==> src/rtl/swap_pkg.sv <==
package swap_pkg;
  typedef enum logic [2:0] {
    SW_IDLE   = 3'd0,
    SW_ADDR   = 3'd1,
    SW_READ   = 3'd2,
    SW_WRITE  = 3'd3,
    SW_UPDATE = 3'd4
  } swap_state_e;
endpackage

==> src/rtl/swap_seq.sv <==
module swap_seq
  import swap_pkg::*;
(
  input  logic        clk,
  input  logic        rst_n,
  input  logic        start_i,
  input  logic        abort_i,
  output swap_state_e state_o,
  output logic        load_en_o,
  output logic        capture_en_o,
  output logic        abort_flag_o
);
  swap_state_e state_q, state_n;
  logic        abort_q, abort_n;

  always_comb begin
    state_n = state_q;
    abort_n = 1'b0;
    unique case (state_q)
      SW_IDLE:   if (start_i) state_n = SW_ADDR;
      SW_ADDR:   state_n = SW_READ;
      SW_READ: begin
        if (abort_i) begin
          state_n = SW_IDLE;
          abort_n = 1'b1;
        end else begin
          state_n = SW_WRITE;
        end
      end
      SW_WRITE: begin
        if (abort_i) begin
          state_n = SW_IDLE;
          abort_n = 1'b1;
        end else begin
          state_n = SW_UPDATE;
        end
      end
      SW_UPDATE: state_n = SW_IDLE;
      default:   state_n = SW_IDLE;
    endcase
  end

  always_ff @(posedge clk or negedge rst_n) begin
    if (!rst_n) begin
      state_q <= SW_IDLE;
      abort_q <= 1'b0;
    end else begin
      state_q <= state_n;
      abort_q <= abort_n;
    end
  end

  assign state_o      = state_q;
  assign load_en_o    = (state_q == SW_IDLE) && start_i;
  assign capture_en_o = (state_q == SW_READ);
  assign abort_flag_o = abort_q;
endmodule

==> src/rtl/swap_lane.sv <==
module swap_lane #(
  parameter int DATA_W = 32,
  localparam int LANES = DATA_W / 8,
  localparam int SEL_W = (LANES > 1) ? $clog2(LANES) : 1
) (
  input  logic              byte_i,
  input  logic [SEL_W-1:0]  lane_i,
  input  logic [DATA_W-1:0] src_i,
  input  logic [DATA_W-1:0] rd_i,
  output logic [DATA_W-1:0] wdata_o,
  output logic [DATA_W-1:0] load_o
);
  for (genvar g = 0; g < LANES; g++) begin : g_lane
    assign wdata_o[8*g +: 8] = byte_i ? src_i[7:0] : src_i[8*g +: 8];
  end

  always_comb begin
    load_o = '0;
    if (byte_i) begin
      for (int k = 0; k < LANES; k++) begin
        if (lane_i == SEL_W'(k)) load_o[7:0] = rd_i[8*k +: 8];
      end
    end else begin
      load_o = rd_i;
    end
  end
endmodule

==> src/rtl/swap_bus_ctrl.sv <==
module swap_bus_ctrl
  import swap_pkg::*;
#(
  parameter int ADDR_W = 32,
  parameter int IDX_W  = 4,
  parameter int DATA_W = 32,
  localparam int SEL_W = (DATA_W / 8 > 1) ? $clog2(DATA_W / 8) : 1
) (
  input  logic              clk,
  input  logic              rst_n,
  input  logic              start_i,
  input  logic [ADDR_W-1:0] addr_i,
  input  logic              byte_i,
  input  logic [DATA_W-1:0] src_data_i,
  input  logic [IDX_W-1:0]  dst_idx_i,
  input  logic              abort_i,
  input  logic [DATA_W-1:0] rd_data_i,
  output logic [ADDR_W-1:0] bus_addr_o,
  output logic              bus_req_o,
  output logic              bus_nrw_o,
  output logic              bus_nbw_o,
  output logic              bus_lock_o,
  output logic [DATA_W-1:0] bus_wdata_o,
  output logic              rf_we_o,
  output logic [IDX_W-1:0]  rf_idx_o,
  output logic [DATA_W-1:0] rf_wdata_o,
  output logic              busy_o,
  output logic              abort_o
);
  swap_state_e       state;
  logic              load_en, capture_en;
  logic [ADDR_W-1:0] addr_q;
  logic              byte_q;
  logic [DATA_W-1:0] src_q;
  logic [IDX_W-1:0]  idx_q;
  logic [DATA_W-1:0] load_val, load_q;

  swap_seq u_seq (
    .clk          (clk),
    .rst_n        (rst_n),
    .start_i      (start_i),
    .abort_i      (abort_i),
    .state_o      (state),
    .load_en_o    (load_en),
    .capture_en_o (capture_en),
    .abort_flag_o (abort_o)
  );

  swap_lane #(.DATA_W(DATA_W)) u_lane (
    .byte_i  (byte_q),
    .lane_i  (addr_q[SEL_W-1:0]),
    .src_i   (src_q),
    .rd_i    (rd_data_i),
    .wdata_o (bus_wdata_o),
    .load_o  (load_val)
  );

  always_ff @(posedge clk or negedge rst_n) begin
    if (!rst_n) begin
      addr_q <= '0;
      byte_q <= 1'b0;
      src_q  <= '0;
      idx_q  <= '0;
    end else if (load_en) begin
      addr_q <= addr_i;
      byte_q <= byte_i;
      src_q  <= src_data_i;
      idx_q  <= dst_idx_i;
    end
  end

  always_ff @(posedge clk or negedge rst_n) begin
    if (!rst_n) begin
      load_q <= '0;
    end else if (capture_en) begin
      load_q <= load_val;
    end
  end

  assign bus_addr_o = addr_q;
  assign bus_req_o  = (state == SW_READ) || (state == SW_WRITE);
  assign bus_lock_o = bus_req_o;
  assign bus_nrw_o  = (state == SW_WRITE);
  assign bus_nbw_o  = !byte_q;
  assign rf_we_o    = (state == SW_UPDATE);
  assign rf_idx_o   = idx_q;
  assign rf_wdata_o = load_q;
  assign busy_o     = (state != SW_IDLE);
endmodule

==> config.mk <==
export PLATFORM = sky130hd
export DESIGN_NAME = swap_bus_ctrl
export DESIGN_NICKNAME = d
export VERILOG_FILES = /design/src/rtl/swap_pkg.sv /design/src/rtl/swap_seq.sv /design/src/rtl/swap_lane.sv /design/src/rtl/swap_bus_ctrl.sv
export SDC_FILE = /design/constraint.sdc
export NUM_CORES = 1
export LEC_CHECK = 0
export BUFFER_PORTS_ARGS = -buffer_cell sky130_fd_sc_hd__clkbuf_2
export CAP_MARGIN = 30
export CORE_MARGIN = 2
export CORE_UTILIZATION = 51
export DETAILED_ROUTE_END_ITERATION = 8
export PLACE_DENSITY_LB_ADDON = 0.2
export REMOVE_ABC_BUFFERS = 1
export SETUP_SLACK_MARGIN = 0.02
export SLEW_MARGIN = 20
export SYNTH_ARGS = -nofsm -noshare
export SYNTH_HDL_FRONTEND = slang
export SYNTH_SLANG_ARGS = --single-unit
==> constraint.sdc <==
create_clock -name clk -period 3.3 [get_ports clk]
set_input_delay 0.66 -clock clk [delete_from_list [all_inputs] [get_ports clk]]
set_output_delay 0.66 -clock clk [all_outputs]
set_load 0.01 [all_outputs]
==> reports/metrics.csv <==
metric,value,unit
slew margin rel.,42.11,%
H-tree lvl count,3,
fraction of layout instances using a drive strength above 1,40.10,%
Worst setup SP type,flip-flop,
postcts setup bufs,0,
Final Core Density,66.31,%
Nets,716,
synth top area cells,"dfrtp_1 57%, mux2_1 11%, o21ai_1 5.3%",
Synth top area share,56.76,%
final hold vios,0,
GPL Wtd Cong,0.8197,
total wire length,10900,µm
# clock sinks,105,
worst-path fanout max,30,
outcome,completed,
CP arrival,1.85,ns
Initial DRC Count,82,
CTS buffer count,9,
Die Y-Extent,99.28,µm
placed cell area,0.005599,mm²
Tot Pwr,5.763,mW
Final Max Slew Viols,0,
Seq cells post-synth,105,
DIE AREA,0.009856,mm²
Core ar.,0.008763,mm²
# setup viols final,0,
Crit. End Element,output pin,
Worst Skew,0.01178,ns
GRT overflow,0,
setup ws final,0.7882,ns
Hold Crit Class,in2async,
port bufs,211,
Mapped Avg Cell Area,11.00,µm²
post-route clock period utilization,76.12,%
post-cts sizing count,0,
Antenna diodes,0,
vias in the first global route,3528,
Finished Cell Area,0.005811,mm²
Rows,34,
clk buf depth,2,
GRT Overall Usage,22.23,%
1st-pass router iterations,4,
# fillers,712,
vias,3679,
RSZ-0062 raised after global routing,false,
Post-Syn Instances,421,
CTS tree,yes,
initial antenna violation count,0,
power per cell area,991.7,mW/mm²
"Seq/Total Area, Yosys",56.76,%
"commonest non-fill, non-tap cell in the layout",clkbuf_2,
FMAX,398.1,MHz
root buffer cell,clkbuf_8,
Tmin final,2.512,ns
final setup TNS,0,ns
most frequent cells in the layout,"210 x clkbuf_2, 105 x dfrtp_1, 64 x nand2_1",
warning count from the yosys run,0,
Peak VDD IR,617.3,µV
synth unique cells,24,
Slew @ Worst Pin,0.8684,ns
area of the mapped netlist,0.004629,mm²
Layout Area Growth over Synthesis,25.51,%
crit path kind,reg2out,
largest net degree at the start of global routing,71,
clk_lat worst skew,0.37,ns
Vias per Instance,5.081,
cts hold-fix bufs,0,
"Reg clk slew, reported paths",0.11,ns
Final ANT Viol Nets,0,
pre-CTS setup slack,0.8150,ns
leakage,2.987,nW
post-DP HPWL,7847,µm
reg2reg setup slack,1.31,ns
top-level I/O count,212,
WL per Instance,15.05,µm
Max Cap Viol,0,
first-pass GRT wire length,17460,µm
required time of the critical path,2.64,ns
die width,99.28,µm
Initial Util,52.83,%
"area leader, netlist",dfrtp_1,
DRC viols,0,
Yosys cell counts:
| library cell | n |
|---|---|
| nor3b_2 | 1 |
| mux4_2 | 8 |
| buf_12 | 5 |
| mux2_1 | 44 |
| nand3_1 | 25 |
| buf_4 | 9 |
| nor2b_1 | 2 |
| nor2_1 | 9 |
| and2_1 | 2 |
| inv_1 | 25 |
| o21ai_0 | 24 |
| nand2_1 | 64 |
| a21oi_1 | 17 |
| o21bai_1 | 1 |
| nor3b_1 | 2 |
| and2_4 | 1 |
| nor3_4 | 1 |
| buf_6 | 2 |
| or3b_1 | 1 |
| o21ai_1 | 49 |
| buf_2 | 7 |
| clkbuf_1 | 15 |
| dfrtp_1 | 105 |
| inv_2 | 2 |
report_power, final:
part | internal, mW | total [mW] | switching, mW
registers | 1.90 | 2.29 | 0.392
logic | 1.14 | 2.64 | 1.50
clock network | 0.381 | 0.835 | 0.453
total | 3.41 | 5.76 | 2.35
final timing paths:
path	end	cells past startpoint	start
max	bus_wdata_o[23]	3	byte_q
min	src_q[5]	1	rst_n
max reg2reg	bus_addr_o[7]	3	u_seq.state_o[0]
min reg2reg	rf_wdata_o[11]	2	rf_wdata_o[11]
max in group asynchronous	bus_addr_o[19]	2	rst_n
min in group clk	u_seq.state_o[2]	2	abort_i
state kept, by name (all words and copies together), names as in the netlist:
| name | cells |
|---|---|
| rf_idx_o | 4 |
| src_q | 32 |
| byte_q | 1 |
| u_seq.abort_flag_o | 1 |
| u_seq.state_o | 3 |
| rf_wdata_o | 32 |
| bus_addr_o | 32 |
per-stage QoR:
stage	instances	hold slack, ns
after floorplan	383	0.3644
after global placement	707	0.4655
after detailed placement	708	0.4736
after CTS	724	0.3393
after global routing	724	0.3665
final	724	0.3178
layer usage:
metal | GRT usage [%] | up-vias | part of all wire, %
met5 | 0 | - | 0
met4 | 9.168 | 0 | 2.4
met3 | 5.833 | 21 | 8.3
met2 | 34.93 | 148 | 47
met1 | 29.63 | 1719 | 43
li1 | - | 1791 | -
critical path, cell delays in order, from the launching register on:
cell and delay (ns):
dfrtp_1 0.86, buf_4 0.35, o21ai_0 0.13, clkbuf_2 0.14
kinds of logic after synthesis:
kind of cell / Yosys count / synth area share [%]
AND/OR/NAND/NOR: 108 / 10.49
flip-flops: 105 / 56.76
AO/OA/AOI/OAI: 91 / 9.892
buffers and inverters: 65 / 8.270
multiplexers: 52 / 14.59
final cells by class:
type,instances,area [µm²],share of cell area [%]
Clock buffer,10,137.6,2.369
Tap cell,108,135.1,2.326
Sequential cell,105,2628,45.22
Clock inverter,6,73.82,1.270
Timing Repair Buffer,217,1116,19.21
Inverter,27,101.3,1.744
Multi-Input combinational cell,251,1619,27.86
(Power assumes the default switching activity.)
